[src/rtl/pgx_pkg.sv]
package pgx_pkg;

    parameter int unsigned PGX_ADDR_W = 32;
    parameter int unsigned PGX_LEN_W  = 14;
    parameter int unsigned PGX_PAGE_W = 12;
    parameter int unsigned PGX_BE_W   = 4;
    parameter int unsigned PGX_WORD_B = 4;
    parameter int unsigned PGX_HALF_B = 2;
    localparam int unsigned PGX_PAGE_SZ = 1 << PGX_PAGE_W;

    typedef enum logic [1:0] {
        PGX_OP_BUF  = 2'd0,
        PGX_OP_DESC = 2'd1,
        PGX_OP_ISO  = 2'd2,
        PGX_OP_NONE = 2'd3
    } pgx_op_e;

    typedef enum logic [1:0] {
        PGX_ST_IDLE = 2'd0,
        PGX_ST_RUN  = 2'd1,
        PGX_ST_FIN  = 2'd2
    } pgx_state_e;

    typedef struct packed {
        logic [PGX_ADDR_W-1:0] addr;
        logic [PGX_LEN_W-1:0]  len;
    } pgx_item_t;

    // bytes left in the page from a given offset
    function automatic logic [PGX_LEN_W-1:0] pgx_page_room(input logic [PGX_PAGE_W-1:0] off);
        return PGX_LEN_W'(PGX_PAGE_SZ) - PGX_LEN_W'(off);
    endfunction

    // address with its in-page offset cleared
    function automatic logic [PGX_ADDR_W-1:0] pgx_page_floor(input logic [PGX_ADDR_W-1:0] a);
        return a & ~PGX_ADDR_W'(PGX_PAGE_SZ - 1);
    endfunction

    // little-endian lane select: a halfword at address bit1=0 uses lanes 1:0
    function automatic logic [PGX_BE_W-1:0] pgx_lane_mask(input logic a1,
                                                          input logic [PGX_LEN_W-1:0] len);
        logic [PGX_BE_W-1:0] m;
        if (len == PGX_LEN_W'(PGX_HALF_B))
            m = a1 ? 4'b1100 : 4'b0011;
        else
            m = '1;
        return m;
    endfunction

endpackage

[src/rtl/pgx_split.sv]
module pgx_split
    import pgx_pkg::*;
(
    input  logic [PGX_ADDR_W-1:0] start_ptr,
    input  logic [PGX_ADDR_W-1:0] end_ptr,
    input  logic [PGX_LEN_W-1:0]  total_len,
    output pgx_item_t             first_o,
    output pgx_item_t             second_o,
    output logic                  two_o
);
    logic [PGX_LEN_W-1:0] room;

    always_comb begin
        room          = pgx_page_room(start_ptr[PGX_PAGE_W-1:0]);
        two_o         = total_len > room;
        first_o.addr  = start_ptr;
        first_o.len   = two_o ? room : total_len;
        // the continuation restarts at the end pointer's page, not linearly
        second_o.addr = pgx_page_floor(end_ptr);
        second_o.len  = two_o ? (total_len - room) : '0;
    end
endmodule

[src/rtl/pgx_desc_seq.sv]
module pgx_desc_seq
    import pgx_pkg::*;
#(
    parameter int unsigned WORDS  = 4,
    parameter int unsigned HALVES = 8,
    parameter int unsigned IDX_W  = 4
)(
    input  pgx_op_e               op,
    input  logic [PGX_ADDR_W-1:0] base,
    input  logic [IDX_W-1:0]      idx,
    output pgx_item_t             item_o,
    output logic                  last_o
);
    localparam int unsigned HALF_OFS = WORDS * PGX_WORD_B;
    localparam int unsigned ISO_LAST = WORDS + HALVES - 1;

    logic in_halves;

    generate
        if (HALVES == 0) begin : g_no_halves
            assign in_halves = 1'b0;
        end else begin : g_halves
            assign in_halves = (op == PGX_OP_ISO) && (idx >= IDX_W'(WORDS));
        end
    endgenerate

    always_comb begin
        if (in_halves) begin
            item_o.addr = base + PGX_ADDR_W'(HALF_OFS)
                        + PGX_ADDR_W'(idx - IDX_W'(WORDS)) * PGX_ADDR_W'(PGX_HALF_B);
            item_o.len  = PGX_LEN_W'(PGX_HALF_B);
        end else begin
            item_o.addr = base + PGX_ADDR_W'(idx) * PGX_ADDR_W'(PGX_WORD_B);
            item_o.len  = PGX_LEN_W'(PGX_WORD_B);
        end
        if (op == PGX_OP_ISO)
            last_o = (idx == IDX_W'(ISO_LAST));
        else
            last_o = (idx == IDX_W'(WORDS - 1));
    end
endmodule

[src/rtl/pgx_ctrl.sv]
module pgx_ctrl
    import pgx_pkg::*;
#(
    parameter int unsigned IDX_W = 4
)(
    input  logic                  clk,
    input  logic                  rst,
    input  logic                  req_valid,
    input  pgx_op_e               req_op,
    input  logic [PGX_ADDR_W-1:0] req_start,
    input  logic [PGX_ADDR_W-1:0] req_end,
    input  logic [PGX_LEN_W-1:0]  req_len,
    input  logic                  req_write,
    input  logic [PGX_ADDR_W-1:0] local_base,
    input  logic                  mem_ack,
    input  pgx_item_t             first_i,
    input  pgx_item_t             second_i,
    input  logic                  two_i,
    input  pgx_item_t             desc_item_i,
    input  logic                  desc_last_i,
    output pgx_op_e               op_o,
    output logic [PGX_ADDR_W-1:0] start_o,
    output logic [PGX_ADDR_W-1:0] end_o,
    output logic [PGX_LEN_W-1:0]  len_o,
    output logic [PGX_ADDR_W-1:0] base_o,
    output logic [IDX_W-1:0]      idx_o,
    output pgx_item_t             item_o,
    output logic                  wr_o,
    output logic                  busy_o,
    output logic                  done_o,
    output logic                  req_o
);
    pgx_state_e state;
    logic       accept;
    logic       cur_last;
    logic       no_access;

    assign accept    = (state == PGX_ST_IDLE) && req_valid;
    assign no_access = (req_op == PGX_OP_NONE) ||
                       ((req_op == PGX_OP_BUF) && (req_len == '0));

    always_comb begin
        if (op_o == PGX_OP_BUF) begin
            item_o   = (idx_o == '0) ? first_i : second_i;
            cur_last = (idx_o != '0) || !two_i;
        end else begin
            item_o   = desc_item_i;
            cur_last = desc_last_i;
        end
    end

    always_ff @(posedge clk) begin
        if (rst) begin
            state   <= PGX_ST_IDLE;
            op_o    <= PGX_OP_NONE;
            start_o <= '0;
            end_o   <= '0;
            len_o   <= '0;
            base_o  <= '0;
            wr_o    <= 1'b0;
            idx_o   <= '0;
        end else begin
            unique case (state)
                PGX_ST_IDLE: if (accept) begin
                    op_o    <= req_op;
                    start_o <= req_start;
                    end_o   <= req_end;
                    len_o   <= req_len;
                    base_o  <= local_base;
                    wr_o    <= req_write;
                    idx_o   <= '0;
                    state   <= no_access ? PGX_ST_FIN : PGX_ST_RUN;
                end
                PGX_ST_RUN: if (mem_ack) begin
                    if (cur_last) state <= PGX_ST_FIN;
                    else          idx_o <= idx_o + 1'b1;
                end
                PGX_ST_FIN: state <= PGX_ST_IDLE;
                default:    state <= PGX_ST_IDLE;
            endcase
        end
    end

    assign busy_o = (state != PGX_ST_IDLE);
    assign done_o = (state == PGX_ST_FIN);
    assign req_o  = (state == PGX_ST_RUN);

    // a waiting access keeps its content
    assert_hold_R8: assert property (@(posedge clk) disable iff (rst)
        (req_o && !mem_ack) |=> (req_o && $stable(item_o) && $stable(wr_o)));

    // completion follows the last acknowledge by one cycle
    assert_done_after_last_R7: assert property (@(posedge clk) disable iff (rst)
        (req_o && mem_ack && cur_last) |=> done_o);

    assert_done_pulse_R7: assert property (@(posedge clk) disable iff (rst)
        done_o |=> !done_o);

    // a strobe while busy leaves the latched request alone
    assert_ignore_busy_R9: assert property (@(posedge clk) disable iff (rst)
        (busy_o && req_valid) |=> ($stable(start_o) && $stable(len_o) && $stable(op_o)));
endmodule

[src/rtl/pgx_dma_split.sv]
module pgx_dma_split
    import pgx_pkg::*;
#(
    parameter int unsigned DESC_WORDS = 4,
    parameter int unsigned ISO_HALVES = 8
)(
    input  logic                  clk,
    input  logic                  rst,
    input  logic                  req_valid,
    input  logic [1:0]            req_op,
    input  logic [PGX_ADDR_W-1:0] req_start,
    input  logic [PGX_ADDR_W-1:0] req_end,
    input  logic [PGX_LEN_W-1:0]  req_len,
    input  logic                  req_write,
    input  logic [PGX_ADDR_W-1:0] local_base,
    input  logic                  mem_ack,
    output logic                  busy,
    output logic                  done,
    output logic                  mem_req,
    output logic [PGX_ADDR_W-1:0] mem_addr,
    output logic [PGX_LEN_W-1:0]  mem_len,
    output logic                  mem_wr,
    output logic [PGX_BE_W-1:0]   mem_be
);
    localparam int unsigned SEQ_LEN = DESC_WORDS + ISO_HALVES;
    localparam int unsigned IDX_W   = $clog2(SEQ_LEN + 1);

    pgx_op_e               op_q;
    logic [PGX_ADDR_W-1:0] start_q, end_q, base_q;
    logic [PGX_LEN_W-1:0]  len_q;
    logic [IDX_W-1:0]      idx_q;
    pgx_item_t             first_b, second_b, desc_item, cur_item;
    logic                  two_b, desc_last;

    pgx_split u_split (
        .start_ptr (start_q),
        .end_ptr   (end_q),
        .total_len (len_q),
        .first_o   (first_b),
        .second_o  (second_b),
        .two_o     (two_b)
    );

    pgx_desc_seq #(
        .WORDS  (DESC_WORDS),
        .HALVES (ISO_HALVES),
        .IDX_W  (IDX_W)
    ) u_desc (
        .op     (op_q),
        .base   (start_q),
        .idx    (idx_q),
        .item_o (desc_item),
        .last_o (desc_last)
    );

    pgx_ctrl #(.IDX_W(IDX_W)) u_ctrl (
        .clk         (clk),
        .rst         (rst),
        .req_valid   (req_valid),
        .req_op      (pgx_op_e'(req_op)),
        .req_start   (req_start),
        .req_end     (req_end),
        .req_len     (req_len),
        .req_write   (req_write),
        .local_base  (local_base),
        .mem_ack     (mem_ack),
        .first_i     (first_b),
        .second_i    (second_b),
        .two_i       (two_b),
        .desc_item_i (desc_item),
        .desc_last_i (desc_last),
        .op_o        (op_q),
        .start_o     (start_q),
        .end_o       (end_q),
        .len_o       (len_q),
        .base_o      (base_q),
        .idx_o       (idx_q),
        .item_o      (cur_item),
        .wr_o        (mem_wr),
        .busy_o      (busy),
        .done_o      (done),
        .req_o       (mem_req)
    );

    assign mem_addr = cur_item.addr + base_q;
    assign mem_len  = cur_item.len;
    assign mem_be   = pgx_lane_mask(mem_addr[1], cur_item.len);

    // a buffer burst stays inside one page
    assert_in_page_R13: assert property (@(posedge clk) disable iff (rst)
        (mem_req && op_q == PGX_OP_BUF) |->
        ((PGX_LEN_W'(cur_item.addr[PGX_PAGE_W-1:0]) + cur_item.len) <= PGX_LEN_W'(PGX_PAGE_SZ)));

    // no empty access ever reaches memory
    assert_nonzero_R6: assert property (@(posedge clk) disable iff (rst)
        mem_req |-> (mem_len != '0));
endmodule

[config.mk]
export PLATFORM = sky130hd
export DESIGN_NAME = pgx_dma_split
export DESIGN_NICKNAME = d
export VERILOG_FILES = /design/src/rtl/pgx_pkg.sv /design/src/rtl/pgx_split.sv /design/src/rtl/pgx_desc_seq.sv /design/src/rtl/pgx_ctrl.sv /design/src/rtl/pgx_dma_split.sv
export SDC_FILE = /design/constraint.sdc
export NUM_CORES = 1
export LEC_CHECK = 0
export BUFFER_PORTS_ARGS = -buffer_cell sky130_fd_sc_hd__buf_4
export CORE_MARGIN = 2
export CORE_UTILIZATION = 55
export DETAILED_ROUTE_END_ITERATION = 12
export PLACE_DENSITY_LB_ADDON = 0.08
export SETUP_SLACK_MARGIN = 0.05
export SYNTH_ARGS = -nofsm -noshare
export SYNTH_HDL_FRONTEND = slang
export SYNTH_SLANG_ARGS = --single-unit
[constraint.sdc]
create_clock -name clk -period 10.1 [get_ports clk]
set_input_delay 2.02 -clock clk [delete_from_list [all_inputs] [get_ports clk]]
set_output_delay 2.02 -clock clk [all_outputs]
set_load 0.01 [all_outputs]
==> results.sh, run 1 <==
export IMPL_status="finished clean"
export IMPL_peakVddDrop_mv=0.0828
export IMPL_clock_path_buffers=2
export IMPL_yosysSeqAreaShare_pct=21.5
export IMPL_grt_max_degree=108
export IMPL_cts_tree="built"
export IMPL_regArea_sq_um=2140
export IMPL_portBuffers=158
export IMPL_layout_common_cells="303 x nand2_1, 187 x a21oi_1, 167 x buf_4"
export IMPL_yosys_warnings=0
export IMPL_numCtsBuffers=9
export IMPL_syn_num_nets=1621
export IMPL_firstDrtPassIters=5
export IMPL_setup_tns_ns=0
export IMPL_post_route_period_util_pct=86.6
export IMPL_cts_setup_buffers=0
export IMPL_drtIter0Drc=789
export IMPL_gp_congestion=0.926
export IMPL_synth_area_sq_um=9950
export IMPL_cpMostUsedCell="ha_1"
export IMPL_clk_latency_ns=0.37
export IMPL_clock_skew_ns=0.00921
export IMPL_clkTransAtPathRegs_ns=0.08
export IMPL_worstPathArrival_ns=6.73
export IMPL_crit_path_top_delay_cell="a2111oi_4"
export IMPL_overflow=0
export IMPL_ys_ff_latch=107
export IMPL_cts_resized=0
export IMPL_setup_viol=0
export IMPL_maxSlewHeadroom_pct=22.5
export IMPL_ant_nets=0
export IMPL_slowest_delay_ns=0.43
export IMPL_hold_path_class="register to register"
export IMPL_max_clock_freq_mhz=114
export IMPL_ios=171
export IMPL_path_class="register to output port"
export IMPL_die_w_um=139
export IMPL_hold_violations=0
export IMPL_p_leak_uw=0.00499
export IMPL_critPathTopFamily="compound AO/OA/AOI/OAI gates"
export IMPL_grt_pass1_wl_um=48600
export IMPL_die_area_sq_um=19200
export IMPL_grt_total_usage_pct=30.6
export IMPL_place_inst=1723
export IMPL_critical_path_max_fanout=6
export IMPL_antenna_found_initial=1
export IMPL_syn_inst=1410
export IMPL_dp_hpwl_um=22200
export IMPL_post_route_min_period_ns=8.75
export IMPL_routedWlPerCell_um=17.2
export IMPL_row_count=49
export IMPL_vias=10400
export IMPL_worstPathBufferInverterCount=3
export IMPL_max_cap_viol_count=0
export IMPL_htree_levels=3
export IMPL_power_density_nw_per_um2=146
export IMPL_holdBufCountCts=0
export IMPL_core_area_sq_um=17800
export IMPL_num_nets_final=1716
export IMPL_async_flop_share_pct=0
export IMPL_rsz0062_at_grt="no"
export IMPL_n_fill_cell=1663
export IMPL_avgViaCountPerCell=5.95
export IMPL_synth_ff_type="dfxtp_1"
export IMPL_required_ns=8.08
export IMPL_drive_above_1_share_pct=14.0
export IMPL_dieHeight_um=139
export IMPL_place_ws_ns=1.83
export IMPL_ys_types=80
export IMPL_floorplan_initialDensity_pct=55.8
export IMPL_final_common_cell="nand2_1"
export IMPL_avgSynthCellArea_sq_um=7.06
export IMPL_final_cell_count_no_fill=1740
export IMPL_start_kind="register"
export IMPL_worstSetupEndpointType="output port"
export IMPL_synth_edff_count=0
export IMPL_slew_viol_final=0
export IMPL_multiInputGateArea_sq_um=7370
export IMPL_final_util_pct=64.3
export IMPL_cts_root_buf="clkbuf_16"
export IMPL_cts_sinks=107
export IMPL_drt_wl_total_um=30000
export IMPL_area_delta_synth_final_pct=15.3
export IMPL_grt_pass1_vias=9537
export IMPL_layout_setup_ws_ns=1.35
export IMPL_worst_pin_slew_ns=1.16
export IMPL_drcViolationCount=0
## cell usage after synthesis (all sizes together), types with 4 or more instances
cell type,count,area share [%]
or3,9,0.57
nor4,11,0.91
and3,7,0.44
a32oi,5,0.44
ha,90,11
o21bai,9,0.68
o2111ai,4,0.35
dfxtp,107,22
a311oi,5,0.50
nand2,305,12
o21a,12,0.91
a21oi,188,9.5
nand4,13,0.97
fa,4,0.80
nor2b,15,0.94
a31oi,18,1.3
nor2,84,3.2
and2,36,2.3
o211ai,6,0.50
o22ai,9,0.57
a21o,32,2.4
a211oi,19,1.4
clkbuf,76,2.9
buf,7,0.38
nor3,27,1.4
nand3,34,1.7
xor2,53,4.7
inv,37,1.4
mux2i,9,0.91
nand2b,10,0.63
o21ai,62,3.1
xnor2,51,4.5
## path summary, 6_finish.rpt
| kind | start | end | slack, ns | cells past startpoint |
|---|---|---|---|---|
| hold / removal | u_ctrl.end_o[25]$_SDFFE_PP0P_ | u_ctrl.end_o[25]$_SDFFE_PP0P_ | 0.46 | 2 |
| hold reg to reg | u_ctrl.end_o[25]$_SDFFE_PP0P_ | u_ctrl.end_o[25]$_SDFFE_PP0P_ | 0.46 | 2 |
| setup reg to reg | u_ctrl.start_o[0]$_SDFFE_PP0P_ | u_ctrl.idx_o[3]$_SDFFE_PP0P_ | 5.31 | 18 |
| setup / recovery | u_ctrl.idx_o[2]$_SDFFE_PP0P_ | mem_addr[31] | 1.35 | 26 |
## per-layer routing
metal	GRT usage [%]	share of wire, %	wire, um	up-vias
li1	-	-	-	5137
met1	41.5	46	13600	4836
met2	51.0	47	14000	341
met3	4.47	5.8	1730	39
met4	8.06	1.9	569	0
met5	0	0	0	-
## final cells by class
class,count,area share (%)
diodes,1,0.0218
clock buffers,9,1.96
clock inverters,7,0.556
inverters,37,1.21
multi-input cells,1183,64.2
flip-flops and latches,107,18.7
well taps,229,2.50
repair buffers,167,10.9
## flip-flops by register name, indices dropped and copies added (netlist names)
name,cells
u_ctrl.base_o,32
u_ctrl.start_o,32
u_ctrl.end_o,20
u_ctrl.len_o,14
u_ctrl.idx_o,4
u_ctrl.op_o,2
u_ctrl.state,2
u_ctrl.wr_o,1
## cell families (layout without fill, tap and decap cells)
kind of cell,count (synthesis),count (layout),synth area share [%]
AO/OA/AOI/OAI,406,406,25.3
XOR/XNOR,105,105,9.39
adder cells (fa/ha/maj),94,94,12.1
buffers and inverters,120,220,4.68
flip-flops,107,107,21.5
multiplexers,11,11,1.13
other,0,1,0
AND/OR/NAND/NOR,567,567,25.9
## worst min-delay path: stages, from the launching register on
cell     delay (ns)
dfxtp_1        0.32
nand2_1        0.05
a21oi_1        0.05
## where the power goes
group	total [uW]	internal (uW)	switching, uW	leakage (uW)
Sequential	505	458	47.4	0.000878
Combinational	805	342	463	0.00398
Clock	368	174	194	0.000137
Total	1680	975	704	0.00499
## metrics by stage
stage / area [sq um] / total power, uW / hold slack [ns]
2_1_floorplan: 9950 / 1080 / 0.433
5_1_grt: 11500 / 1790 / 0.481
3_3_place_gp: 11200 / 1300 / 0.443
3_5_place_dp: 11200 / 1300 / 0.449
4_1_cts: 11500 / 1670 / 0.460
6_report: 11500 / 1680 / 0.461
Note: power is estimated with default switching activity, not from simulation.
==> run 2: changes to the inputs <==
Settings changed: ABC_AREA set to 1.
==> results.sh, run 2 <==
export IMPL_num_nets_final=2128
export IMPL_htree_levels=3
export IMPL_gp_congestion=0.978
export IMPL_portBuffers=158
export IMPL_hold_slack_ns=0.479
export IMPL_clkTransAtPathRegs_ns=0.08
export IMPL_drcViolationCount=0
export IMPL_place_ws_ns=2.28
export IMPL_yosysMostFrequentCell="nand2_1"
export IMPL_layout_common_cells="387 x nand2_1, 278 x nor2_1, 201 x inv_1"
export IMPL_top_regs="u_ctrl.base_o: 32 flops, u_ctrl.start_o: 32 flops, u_ctrl.end_o: 20 flops"
export IMPL_yosysSeqAreaShare_pct=19.5
export IMPL_synth_ff_type="dfxtp_1"
export IMPL_power_density_nw_per_um2=172
export IMPL_core_area_sq_um=19500
export IMPL_floorplan_initialDensity_pct=56.4
export IMPL_r2r_start="u_ctrl.start_o[0]$_SDFFE_PP0P_"
export IMPL_ys_types=53
export IMPL_grt_pass1_wl_um=56700
export IMPL_grt_pass1_vias=11200
export IMPL_worstPathArrival_ns=6.30
export IMPL_yosys_warnings=0
export IMPL_n_fill_cell=1990
export IMPL_post_route_period_util_pct=82.4
export IMPL_final_cell_count_no_fill=2189
export IMPL_die_area_sq_um=21200
export IMPL_hold_violations=0
export IMPL_synth_edff_count=0
export IMPL_synth_area_leaders="dfxtp_1 19%, nand2_1 13%, ha_1 10%"
export IMPL_synth_top_area_share_pct=19.5
export IMPL_status="finished clean"
export IMPL_max_clock_freq_mhz=120
export IMPL_ant_nets=0
export IMPL_slew_viol_final=0
export IMPL_cts_root_buf="clkbuf_16"
export IMPL_drtIter0Drc=1368
export IMPL_synthMuxAreaShare_pct=0
export IMPL_synth_largest_area_cell="dfxtp_1"
export IMPL_ys_ff_latch=107
export IMPL_synthAdderAreaFrac_pct=11.0
export IMPL_area_delta_synth_final_pct=13.3
export IMPL_cts_sinks=107
export IMPL_cts_tree="built"
export IMPL_dieHeight_um=145
export IMPL_clock_path_buffers=2
export IMPL_final_common_cell="nand2_1"
export IMPL_final_util_pct=63.8
export IMPL_r2r_slack_ns=6.52
export IMPL_ys_top_cells_by_count="388 x nand2_1, 279 x nor2_1, 203 x inv_1"
export IMPL_layout_setup_ws_ns=1.78
export IMPL_cts_setup_buffers=0
export IMPL_drive_above_1_share_pct=11.3
export IMPL_holdBufCountCts=0
export IMPL_post_route_min_period_ns=8.32
export IMPL_firstDrtPassIters=6
export IMPL_syn_num_nets=2034
export IMPL_syn_inst=1823
export IMPL_maxSlewHeadroom_pct=16.4
export IMPL_worst_pin_slew_ns=1.25
export IMPL_vias=12400
export IMPL_cts_resized=0
export IMPL_hold_path_class="register to register"
export IMPL_path_class="register to output port"
export IMPL_synth_compound_area_share_pct=18.9
export IMPL_row_count=51
export IMPL_synth_xor_area_share_pct=6.69
export IMPL_synth_area_sq_um=11000
export IMPL_slowest_delay_ns=0.87
export IMPL_ff2ff_path_depth=19
export IMPL_dp_hpwl_um=28300
export IMPL_peakVddDrop_mv=0.101
export IMPL_clock_skew_ns=0.00780
export IMPL_rsz0062_at_grt="no"
export IMPL_avgSynthCellArea_sq_um=6.04
export IMPL_async_flop_share_pct=0
export IMPL_drt_wl_total_um=36300
export IMPL_antenna_found_initial=2
export IMPL_synth_top_family_by_area="simple AND/OR/NAND/NOR gates"
export IMPL_start_kind="register"
export IMPL_worstSetupEndpointType="output port"
export IMPL_place_inst=2171
export IMPL_r2r_end="u_ctrl.idx_o[2]$_SDFFE_PP0P_"
export IMPL_max_cap_viol_count=0
export IMPL_cp_startpoint="u_ctrl.idx_o[2]$_SDFFE_PP0P_"
export IMPL_grt_total_usage_pct=33.2
export IMPL_clk_latency_ns=0.36
export IMPL_die_w_um=145
export IMPL_setup_tns_ns=0
export IMPL_grt_max_degree=103
export IMPL_critical_path_max_fanout=27
export IMPL_routedWlPerCell_um=16.6
export IMPL_cp_endpoint="mem_addr[28]"
export IMPL_p_leak_uw=0.00643
export IMPL_required_ns=8.08
export IMPL_avgViaCountPerCell=5.68
export IMPL_synth_simple_area_share_pct=33.2
export IMPL_ios=171
export IMPL_numCtsBuffers=9
export IMPL_crit_path_top_delay_cell="ha_1"
export IMPL_overflow=0
export IMPL_setup_viol=0
[run 2: changes by cell type after synthesis, moves of 19 or more]
| cell | previous run | this run |
|---|---|---|
| and2_1 | 36 | 4 |
| o21ai_0 | 60 | 164 |
| nand3_1 | 34 | 99 |
| xnor2_1 | 51 | 11 |
| a21oi_1 | 187 | 138 |
| a211oi_1 | 19 | 0 |
| nand2_1 | 304 | 388 |
| xor2_1 | 53 | 73 |
| a21o_1 | 32 | 6 |
| clkbuf_1 | 75 | 54 |
| inv_1 | 37 | 203 |
| nor2_1 | 83 | 279 |
[run 2: where the power goes]
part | internal, uW | total (uW) | switching, uW
clock network | 177 | 353 | 176
registers | 479 | 549 | 69.5
logic | 453 | 1240 | 785
[run 2: cells by family after synthesis]
kind of cell / count (synthesis)
AOI/OAI and AO/OA: 382
xor gates and xnor gates: 84
adders and majority gates: 94
buffers and inverters: 291
DFF: 107
and+or+nand+nor: 865
[run 2: metrics by stage]
step	power, uW	cell area (sq um)
after floorplan	1400	11000
after global placement	1750	12200
after detailed placement	1760	12200
after CTS	2120	12500
after global routing	2310	12500
final	2140	12500
[run 2: worst min-delay path by stage]
stage / start / end / cells after the start
detailed placement: u_ctrl.base_o[31]$_SDFFE_PP0P_ / u_ctrl.base_o[31]$_SDFFE_PP0P_ / 2
global route: u_ctrl.state[1]$_SDFFE_PP0P_ / u_ctrl.state[1]$_SDFFE_PP0P_ / 1
floorplan: u_ctrl.state[1]$_SDFFE_PP0P_ / u_ctrl.state[1]$_SDFFE_PP0P_ / 1
global placement: u_ctrl.base_o[31]$_SDFFE_PP0P_ / u_ctrl.base_o[31]$_SDFFE_PP0P_ / 2
finish: u_ctrl.base_o[31]$_SDFFE_PP0P_ / u_ctrl.base_o[31]$_SDFFE_PP0P_ / 2
CTS: u_ctrl.base_o[31]$_SDFFE_PP0P_ / u_ctrl.base_o[31]$_SDFFE_PP0P_ / 2
[run 2: layout make-up]
class | count | area, sq um | share of cell area [%]
tap | 265 | 332 | 2.66
clock buffer | 10 | 239 | 1.92
sequential | 107 | 2140 | 17.2
multi-input combinational | 1425 | 7690 | 61.7
antenna | 2 | 5.00 | 0.0401
inverter | 211 | 792 | 6.35
clock inverter | 6 | 47.5 | 0.381
timing repair buffer | 163 | 1220 | 9.82
[run 2: per-layer routing]
metal,wire [um],vias up,part of all wire (%),GRT usage (%)
met1,16500,5696,46,46.8
met4,814,0,2.2,8.73
met2,16000,493,44,52.7
li1,-,6172,-,-
met5,0,-,0,0
met3,2980,63,8.2,5.36
[run 2: worst max-delay path: cells and delay by family (launching register included)]
kind | cells | cell delay (ns)
xor gates and xnor gates | 1 | 0.15
AOI/OAI and AO/OA | 4 | 1.46
adders and majority gates | 4 | 2.03
buffers and inverters | 4 | 0.48
DFF | 1 | 0.36
and+or+nand+nor | 13 | 1.47
